## config.mk

```make
export PLATFORM = sky130hd
export DESIGN_NAME = cmul3_top
export DESIGN_NICKNAME = d
export VERILOG_FILES = /design/src/rtl/cmul3_pkg.sv /design/src/rtl/cmul3_preadd.sv /design/src/rtl/cmul3_mult.sv /design/src/rtl/cmul3_postsub.sv /design/src/rtl/cmul3_top.sv
export SDC_FILE = /design/constraint.sdc
export NUM_CORES = 2
export LEC_CHECK = 0
export CORE_UTILIZATION = 42
export CTS_BUF_LIST = sky130_fd_sc_hd__clkbuf_4
export CTS_CLUSTER_DIAMETER = 40
export DETAILED_ROUTE_END_ITERATION = 16
export PLACE_DENSITY = 0.65
export SYNTH_ARGS = -nofsm -noshare
export SYNTH_HDL_FRONTEND = slang
export SYNTH_SLANG_ARGS = --single-unit
```

## constraint.sdc

```tcl
create_clock -name clk -period 8.3 [get_ports clk]
set_clock_uncertainty 0.1 [all_clocks]
set_input_delay 1.66 -clock clk [delete_from_list [all_inputs] [get_ports clk]]
set_output_delay 1.66 -clock clk [all_outputs]
set_load 0.02 [all_outputs]
```

## src/rtl/cmul3_pkg.sv

```systemverilog
package cmul3_pkg;

    // Default component width and the depth of the datapath pipeline
    localparam int DEF_IN_W   = 16;
    localparam int PIPE_DEPTH = 3;

    // The three real products, by slot
    localparam int NUM_PROD = 3;
    typedef enum logic [1:0] {
        SLOT_RR  = 2'd0,   // real * real
        SLOT_II  = 2'd1,   // imag * imag
        SLOT_SUM = 2'd2    // presum * presum
    } slot_e;

endpackage

```

## src/rtl/cmul3_preadd.sv

```systemverilog
module cmul3_preadd
    import cmul3_pkg::*;
#(
    parameter int IN_W = DEF_IN_W,
    localparam int SUM_W = IN_W + 1
) (
    input  logic                    clk,
    input  logic                    rst_n,
    input  logic                    v_in,
    input  logic signed [IN_W-1:0]  x_re,
    input  logic signed [IN_W-1:0]  x_im,
    input  logic signed [IN_W-1:0]  y_re,
    input  logic signed [IN_W-1:0]  y_im,
    output logic                    v_out,
    output logic signed [SUM_W-1:0] lhs_q [NUM_PROD],
    output logic signed [SUM_W-1:0] rhs_q [NUM_PROD]
);

    logic signed [SUM_W-1:0] lhs_d [NUM_PROD];
    logic signed [SUM_W-1:0] rhs_d [NUM_PROD];

    // Sign-extend to the presum width, so the sum of two extremes fits
    always_comb begin
        lhs_d[int'(SLOT_RR)]  = SUM_W'(x_re);
        rhs_d[int'(SLOT_RR)]  = SUM_W'(y_re);
        lhs_d[int'(SLOT_II)]  = SUM_W'(x_im);
        rhs_d[int'(SLOT_II)]  = SUM_W'(y_im);
        lhs_d[int'(SLOT_SUM)] = SUM_W'(x_re) + SUM_W'(x_im);
        rhs_d[int'(SLOT_SUM)] = SUM_W'(y_re) + SUM_W'(y_im);
    end

    always_ff @(posedge clk or negedge rst_n) begin
        if (!rst_n) begin
            v_out <= 1'b0;
        end else begin
            v_out <= v_in;
        end
    end

    for (genvar g = 0; g < NUM_PROD; g++) begin : g_opnd
        always_ff @(posedge clk or negedge rst_n) begin
            if (!rst_n) begin
                lhs_q[g] <= '0;
                rhs_q[g] <= '0;
            end else if (v_in) begin
                lhs_q[g] <= lhs_d[g];
                rhs_q[g] <= rhs_d[g];
            end
        end
    end

endmodule

```

## src/rtl/cmul3_mult.sv

```systemverilog
module cmul3_mult
    import cmul3_pkg::*;
#(
    parameter int SUM_W = DEF_IN_W + 1,
    localparam int PROD_W = 2 * SUM_W
) (
    input  logic                     clk,
    input  logic                     rst_n,
    input  logic                     v_in,
    input  logic signed [SUM_W-1:0]  lhs [NUM_PROD],
    input  logic signed [SUM_W-1:0]  rhs [NUM_PROD],
    output logic                     v_out,
    output logic signed [PROD_W-1:0] prod_q [NUM_PROD]
);

    always_ff @(posedge clk or negedge rst_n) begin
        if (!rst_n) begin
            v_out <= 1'b0;
        end else begin
            v_out <= v_in;
        end
    end

    // One real multiplier per slot; three in all
    for (genvar g = 0; g < NUM_PROD; g++) begin : g_mul
        logic signed [PROD_W-1:0] full;
        assign full = PROD_W'(lhs[g]) * PROD_W'(rhs[g]);

        always_ff @(posedge clk or negedge rst_n) begin
            if (!rst_n) begin
                prod_q[g] <= '0;
            end else if (v_in) begin
                prod_q[g] <= full;
            end
        end
    end

endmodule

```

## src/rtl/cmul3_postsub.sv

```systemverilog
module cmul3_postsub
    import cmul3_pkg::*;
#(
    parameter int PROD_W = 2 * (DEF_IN_W + 1)
) (
    input  logic                     clk,
    input  logic                     rst_n,
    input  logic                     v_in,
    input  logic signed [PROD_W-1:0] prod [NUM_PROD],
    output logic                     v_out,
    output logic signed [PROD_W-1:0] re_q,
    output logic signed [PROD_W-1:0] im_q
);

    logic signed [PROD_W-1:0] re_d;
    logic signed [PROD_W-1:0] im_d;
    logic signed [PROD_W-1:0] pair_sum;

    // real = rr - ii ; imag = presum product - rr - ii
    always_comb begin
        pair_sum = prod[int'(SLOT_RR)] + prod[int'(SLOT_II)];
        re_d     = prod[int'(SLOT_RR)] - prod[int'(SLOT_II)];
        im_d     = prod[int'(SLOT_SUM)] - pair_sum;
    end

    always_ff @(posedge clk or negedge rst_n) begin
        if (!rst_n) begin
            v_out <= 1'b0;
            re_q  <= '0;
            im_q  <= '0;
        end else begin
            v_out <= v_in;
            if (v_in) begin
                re_q <= re_d;
                im_q <= im_d;
            end
        end
    end

endmodule

```

## src/rtl/cmul3_top.sv

```systemverilog
module cmul3_top
    import cmul3_pkg::*;
#(
    parameter int IN_W = DEF_IN_W,
    localparam int SUM_W = IN_W + 1,
    localparam int OUT_W = 2 * SUM_W
) (
    input  logic                    clk,
    input  logic                    rst_n,
    input  logic                    in_valid,
    input  logic signed [IN_W-1:0]  a_re,
    input  logic signed [IN_W-1:0]  a_im,
    input  logic signed [IN_W-1:0]  b_re,
    input  logic signed [IN_W-1:0]  b_im,
    output logic                    out_valid,
    output logic signed [OUT_W-1:0] prod_re,
    output logic signed [OUT_W-1:0] prod_im
);

    logic                    s1_v;
    logic signed [SUM_W-1:0] s1_lhs [NUM_PROD];
    logic signed [SUM_W-1:0] s1_rhs [NUM_PROD];
    logic                    s2_v;
    logic signed [OUT_W-1:0] s2_prod [NUM_PROD];

    cmul3_preadd #(.IN_W(IN_W)) preadd_i (
        .clk   (clk),
        .rst_n (rst_n),
        .v_in  (in_valid),
        .x_re  (a_re),
        .x_im  (a_im),
        .y_re  (b_re),
        .y_im  (b_im),
        .v_out (s1_v),
        .lhs_q (s1_lhs),
        .rhs_q (s1_rhs)
    );

    cmul3_mult #(.SUM_W(SUM_W)) mult_i (
        .clk    (clk),
        .rst_n  (rst_n),
        .v_in   (s1_v),
        .lhs    (s1_lhs),
        .rhs    (s1_rhs),
        .v_out  (s2_v),
        .prod_q (s2_prod)
    );

    cmul3_postsub #(.PROD_W(OUT_W)) postsub_i (
        .clk   (clk),
        .rst_n (rst_n),
        .v_in  (s2_v),
        .prod  (s2_prod),
        .v_out (out_valid),
        .re_q  (prod_re),
        .im_q  (prod_im)
    );

endmodule

```

Word level (Yosys, flattened, before mapping):

Index checks and enable logic that the tools add are counted.

* add/subtract/negate cells: 5
* multipliers: 3

Operators with widths (number)
* subtractor 34 bit: 2
* multiplier 16 x 16 -> 32 bit: 2
* adder 16 x 16 -> 17 bit: 2
* adder 34 bit: 1
* multiplier 17 x 17 -> 34 bit: 1

* flip-flop bits (word level): 271
* bits of input ports: 67
* output and inout bits: 69
* word-level logic and storage cells: 22

Longest topological paths before layout:

* depth in word-level cells: 2
* mapped depth: 24
* gate-level depth less buffers: 23

Hierarchy:

From an unflattened synthesis, not the netlist that was laid out.

* cell total of the unflattened synthesis: 5116
* area total of the unflattened synthesis: 49098.3 µm²

By module, submodules not included
* cmul3_mult: times used 1, cells an instance 3809, area an instance 36383.6 µm²
* cmul3_postsub: times used 1, cells an instance 871, area an instance 7537.2 µm²
* cmul3_preadd: times used 1, cells an instance 436, area an instance 5177.5 µm²

Worst setup path after synthesis:

Ideal clock, no wire load.

* path type: flip-flop to flip-flop
* start: register, netlist name preadd_i.lhs_q[49]
* end: register mult_i.prod_q[98] (netlist bit)
* library setup time: 0.087 ns
* data arrival time: 6.011 ns
* required time: 8.113 ns
* path slack: 2.102 ns
* cell stages (with the launch flop): 21
* cell sequence: dfrtp_1 clkbuf_1 nand2_1 fa_1 inv_1 fa_1 fa_1 fa_1 fa_1 inv_1 fa_1 inv_1 ha_1 and3_1 a221o_1 nand2b_1 o31a_1 nand2_1 o21ai_0 or4b_2 o211ai_1

* longest elaborated chain between the ends: 1

RTL lines
* multiplier 16 x 16 -> 32 bit: RTL line cmul3_mult.sv:27 `assign full = PROD_W'(lhs[g]) * PROD_W'(rhs[g]);`
* end signal, assigned by index: RTL line cmul3_mult.sv:33 `prod_q[g] <= full;`
* end, declared: RTL line cmul3_mult.sv:13 `output logic signed [PROD_W-1:0] prod_q [NUM_PROD]`

Every way passes these cells.
A chain may end at the register's enable or synchronous reset.

Worst setup path after layout:

* start: register preadd_i.rhs_q[18] (netlist bit)
* end: register mult_i.prod_q[66] (netlist bit)

* longest elaborated chain between the ends: 1

RTL lines
* start, declared: RTL line cmul3_preadd.sv:16 `output logic signed [SUM_W-1:0] rhs_q [NUM_PROD]`
* start signal, assigned by index: RTL line cmul3_preadd.sv:47 `rhs_q[g] <= rhs_d[g];`
* multiplier 16 x 16 -> 32 bit: RTL line cmul3_mult.sv:27

Every way passes these cells.

==> results.md <==
| Item | Reported | Unit |
|:---|:---|:---|
| Mean number of vias per cell | 5.244 | - |
| Number of standard cells after synthesis | 4,863 | - |
| Total detailed-routing wirelength | 130.0 | mm |
| Fill cells | 10,440 | - |
| Number of max-slew violations in the final report | 0 | - |
| Worst slew pin tran | 973.7 | ps |
| Clock latency of the later-clocked register in the worst-skew pair | 910 | ps |
| Post-synth top area cell | sky130_fd_sc_hd__fa_1 | - |
| Average cell area after synthesis | 9.522 | µm² |
| Post-Synthesis Net Count | 6,165 | - |
| Worst-path maximum fanout | 17 | - |
| Level count of the clock H-tree | 3 | - |
| Die Width | 334.0 | µm |
| Distinct cells, synth | 78 | - |
| Half-perimeter wire length after placement | 107.1 | mm |
| I/O Pins | 136 | - |
| Crit. End Element | flip-flop | - |
| Type of the worst setup path | reg -> reg | - |
| Synth top area share | 37.01 | % |
| Num Clock Sinks | 267 | - |
| Seq/Total Area, Yosys | 14.43 | % |
| Area after detailed placement | 0.04903 | mm² |
| Number of global-route vias before repair | 36,320 | - |
| Maximum capacitance violations | 0 | - |
| Initial antenna violation count | 9 | - |
| Number of detailed-routing iterations run before antenna repair | 5 | - |
| Post-cts sizing count | 0 | - |
| Synthesis-to-finish area growth | 8.168 | % |
| Number of post-CTS setup repair buffers | 0 | - |
| Maximum clock path buffer count | 3 | - |
| Number of synthesis warnings | 0 | - |
| Total clock buffers created by CTS | 83 | - |
| Final count of hold timing violations | 0 | - |
| Synth cell count leaders | sky130_fd_sc_hd__inv_1, sky130_fd_sc_hd__fa_1, sky130_fd_sc_hd__nand2_1 | - |
| Unrepaired setup endpoints after global routing | no | - |
| Post-layout nets | 6,240 | - |
| Tightest Hold Check Type | reg -> reg | - |
| Final setup violation count | 0 | - |
| Most area-consuming cells after synthesis | sky130_fd_sc_hd__fa_1, sky130_fd_sc_hd__dfrtp_1, sky130_fd_sc_hd__ha_1 | - |
| Worst slew margin | 35.08 | % |
| Synthesized area | 0.04631 | mm² |
| Core region area | 0.1092 | mm² |
| CTS Root Buffer Type | sky130_fd_sc_hd__clkbuf_4 | - |
| Die height | 334.0 | µm |
| Post-CTS clock slew at the launch and capture registers of the worst setup and hold paths | 60 | ps |
| Share of async-settable or async-resettable flops after synthesis | 100.0 | % |
| Antenna-violating nets left | 0 | - |
| Clock tree from TritonCTS | done | - |
| Req. time, crit path | 9040 | ps |
| Initial standard-cell utilization of the core | 42.42 | % |
| FF+latch count, synth | 267 | - |
| Global-route wire length before repair | 207.3 | mm |
| Pin count of the biggest net entering global routing | 114 | - |
| Die Footprint | 0.1116 | mm² |
| Via Count | 34,010 | - |
| Total GRT Usage | 24.33 | % |
| Total gr overflow | 0 | - |
| Cell Rows | 121 | - |
| Count of flip-flops with a built-in enable after synthesis | 0 | - |
| Starting DRT DRC Count | 2,332 | - |
| Maximum frequency from static timing analysis | 144.8 | MHz |
| Count of hold buffers inserted by post-cts repair | 0 | - |
| Count of input and output buffers | 135 | - |
| Share of cells above drive strength 1 | 6.515 | % |
| DRC | 0 | - |
| Crit share post-route | 83.21 | % |
| Weighted congestion reported at the end of routability-driven placement | 0.9309 | - |
| Most repeated cell in the gate-level netlist after synthesis | sky130_fd_sc_hd__inv_1 | - |
| Main synth FF type | sky130_fd_sc_hd__dfrtp_1 | - |
| Detail-routed net length per standard cell | 20.04 | µm |
| Final period demand of the worst path | 6907 | ps |
| Nature of the critical path startpoint | flip-flop | - |
| Critical Path AT | 7650 | ps |
| Final instance area | 0.05009 | mm² |
| Status | completed | - |
| Fin Setup TNS | 0 | ps |
-- cells in the final DEF, fill, tap and decap left out, types with 9 or more instances in the layout --
cell	Yosys	routed
sky130_fd_sc_hd__inv_1	1029	1029
sky130_fd_sc_hd__fa_1	856	856
sky130_fd_sc_hd__nand2_1	478	478
sky130_fd_sc_hd__and2_1	396	396
sky130_fd_sc_hd__ha_1	379	379
sky130_fd_sc_hd__dfrtp_1	267	265
sky130_fd_sc_hd__a21oi_1	165	165
sky130_fd_sc_hd__nor2_1	164	164
sky130_fd_sc_hd__mux2_2	137	137
sky130_fd_sc_hd__clkdlybuf4s50_1	0	133
sky130_fd_sc_hd__xnor2_1	130	130
sky130_fd_sc_hd__o21ai_0	129	129
sky130_fd_sc_hd__clkbuf_4	0	117
sky130_fd_sc_hd__nand3_1	49	49
sky130_fd_sc_hd__a21o_1	45	45
sky130_fd_sc_hd__nor3_1	36	36
sky130_fd_sc_hd__xor2_1	34	34
sky130_fd_sc_hd__nand2b_1	32	32
sky130_fd_sc_hd__o21bai_1	25	25
sky130_fd_sc_hd__a211oi_1	25	25
sky130_fd_sc_hd__a31oi_1	24	24
sky130_fd_sc_hd__nor2b_1	24	24
sky130_fd_sc_hd__or3_1	21	21
sky130_fd_sc_hd__mux2i_1	20	20
sky130_fd_sc_hd__o21a_1	19	19
sky130_fd_sc_hd__and3_1	19	19
sky130_fd_sc_hd__clkinv_1	0	18
sky130_fd_sc_hd__o211ai_1	17	17
sky130_fd_sc_hd__nand4_1	15	15
sky130_fd_sc_hd__buf_4	1	13
sky130_fd_sc_hd__o2111ai_1	12	12
sky130_fd_sc_hd__a31o_2	11	11
sky130_fd_sc_hd__o31ai_1	10	10
sky130_fd_sc_hd__nor4_1	9	9
sky130_fd_sc_hd__a211o_1	9	9
sky130_fd_sc_hd__clkinv_2	0	9
-- sequential cells by signal (all words and copies together) (netlist names) --
signal,flops
mult_i.prod_q,98
mult_i.v_out,1
postsub_i.im_q,34
postsub_i.re_q,34
postsub_i.v_out,1
preadd_i.lhs_q,49
preadd_i.rhs_q,49
preadd_i.v_out,1
-- per-layer routing --
layer,vias up,track usage (%),wire (µm)
met5,-,0,45
met3,237,3.328,7692
met4,6,11.54,6705
met1,17430,32.01,55380
met2,1042,39.67,60150
li1,15300,-,-
-- final timing paths --
check / cells after the start / from / to / slack, ps
worst min-delay path: 2 / mult_i.prod_q[51] / mult_i.prod_q[51] / 390
worst max register to register: 17 / preadd_i.rhs_q[18] / mult_i.prod_q[66] / 1390
worst min register to register: 2 / mult_i.prod_q[51] / mult_i.prod_q[51] / 390
max in group asynchronous: 2 / rst_n / postsub_i.re_q[3] / 5860
worst max-delay path: 17 / preadd_i.rhs_q[18] / mult_i.prod_q[66] / 1390
min in group asynchronous: 1 / rst_n / postsub_i.im_q[10] / 740
-- critical path: stages (launching register included) --
cell	delay, ps
sky130_fd_sc_hd__dfrtp_1	800
sky130_fd_sc_hd__nand2_1	210
sky130_fd_sc_hd__inv_1	170
sky130_fd_sc_hd__fa_1	550
sky130_fd_sc_hd__fa_1	900
sky130_fd_sc_hd__fa_1	530
sky130_fd_sc_hd__fa_1	500
sky130_fd_sc_hd__fa_1	480
sky130_fd_sc_hd__inv_1	50
sky130_fd_sc_hd__fa_1	470
sky130_fd_sc_hd__inv_1	40
sky130_fd_sc_hd__ha_1	330
sky130_fd_sc_hd__a21oi_1	200
sky130_fd_sc_hd__o21ai_0	220
sky130_fd_sc_hd__o41ai_2	580
sky130_fd_sc_hd__o211ai_1	220
sky130_fd_sc_hd__or3b_1	380
sky130_fd_sc_hd__nand3_1	70
-- cells by family after synthesis --
group,share of synthesized area [%]
AOI/OAI and AO/OA,8.093
buffers and inverters,9.630
adders and majority gates,47.25
muxes,3.764
xor gates and xnor gates,3.102
DFF,14.43
and+or+nand+nor,13.73
-- layout make-up --
cell class,instances,area [µm²],area share [%]
antenna,5,12.51,0.02498
clock buffer,117,878.3,1.754
clock inverter,34,170.2,0.3397
inverter,1029,3862,7.711
multi-input combinational,3409,35170,70.21
sequential,267,6689,13.35
tap,1476,1847,3.687
timing repair buffer,148,1464,2.923
-- per-stage QoR --
stage                     setup WS [ps]  hold slack, ps  utilization [%]  std cells
after global routing              992.6           418.8            45.88       6483
after CTS                          1455           396.8            45.88       6480
final                              1393           388.7            45.89       6485
after floorplan                    2102           290.5                -       4863
after detailed placement           1469           381.7            44.91       6329
after global placement             1572           369.4            44.91       6329
Power is left out: the tool's default activity adds up to more than one toggle a clock period on the data nets, which glitch-free logic cannot reach.
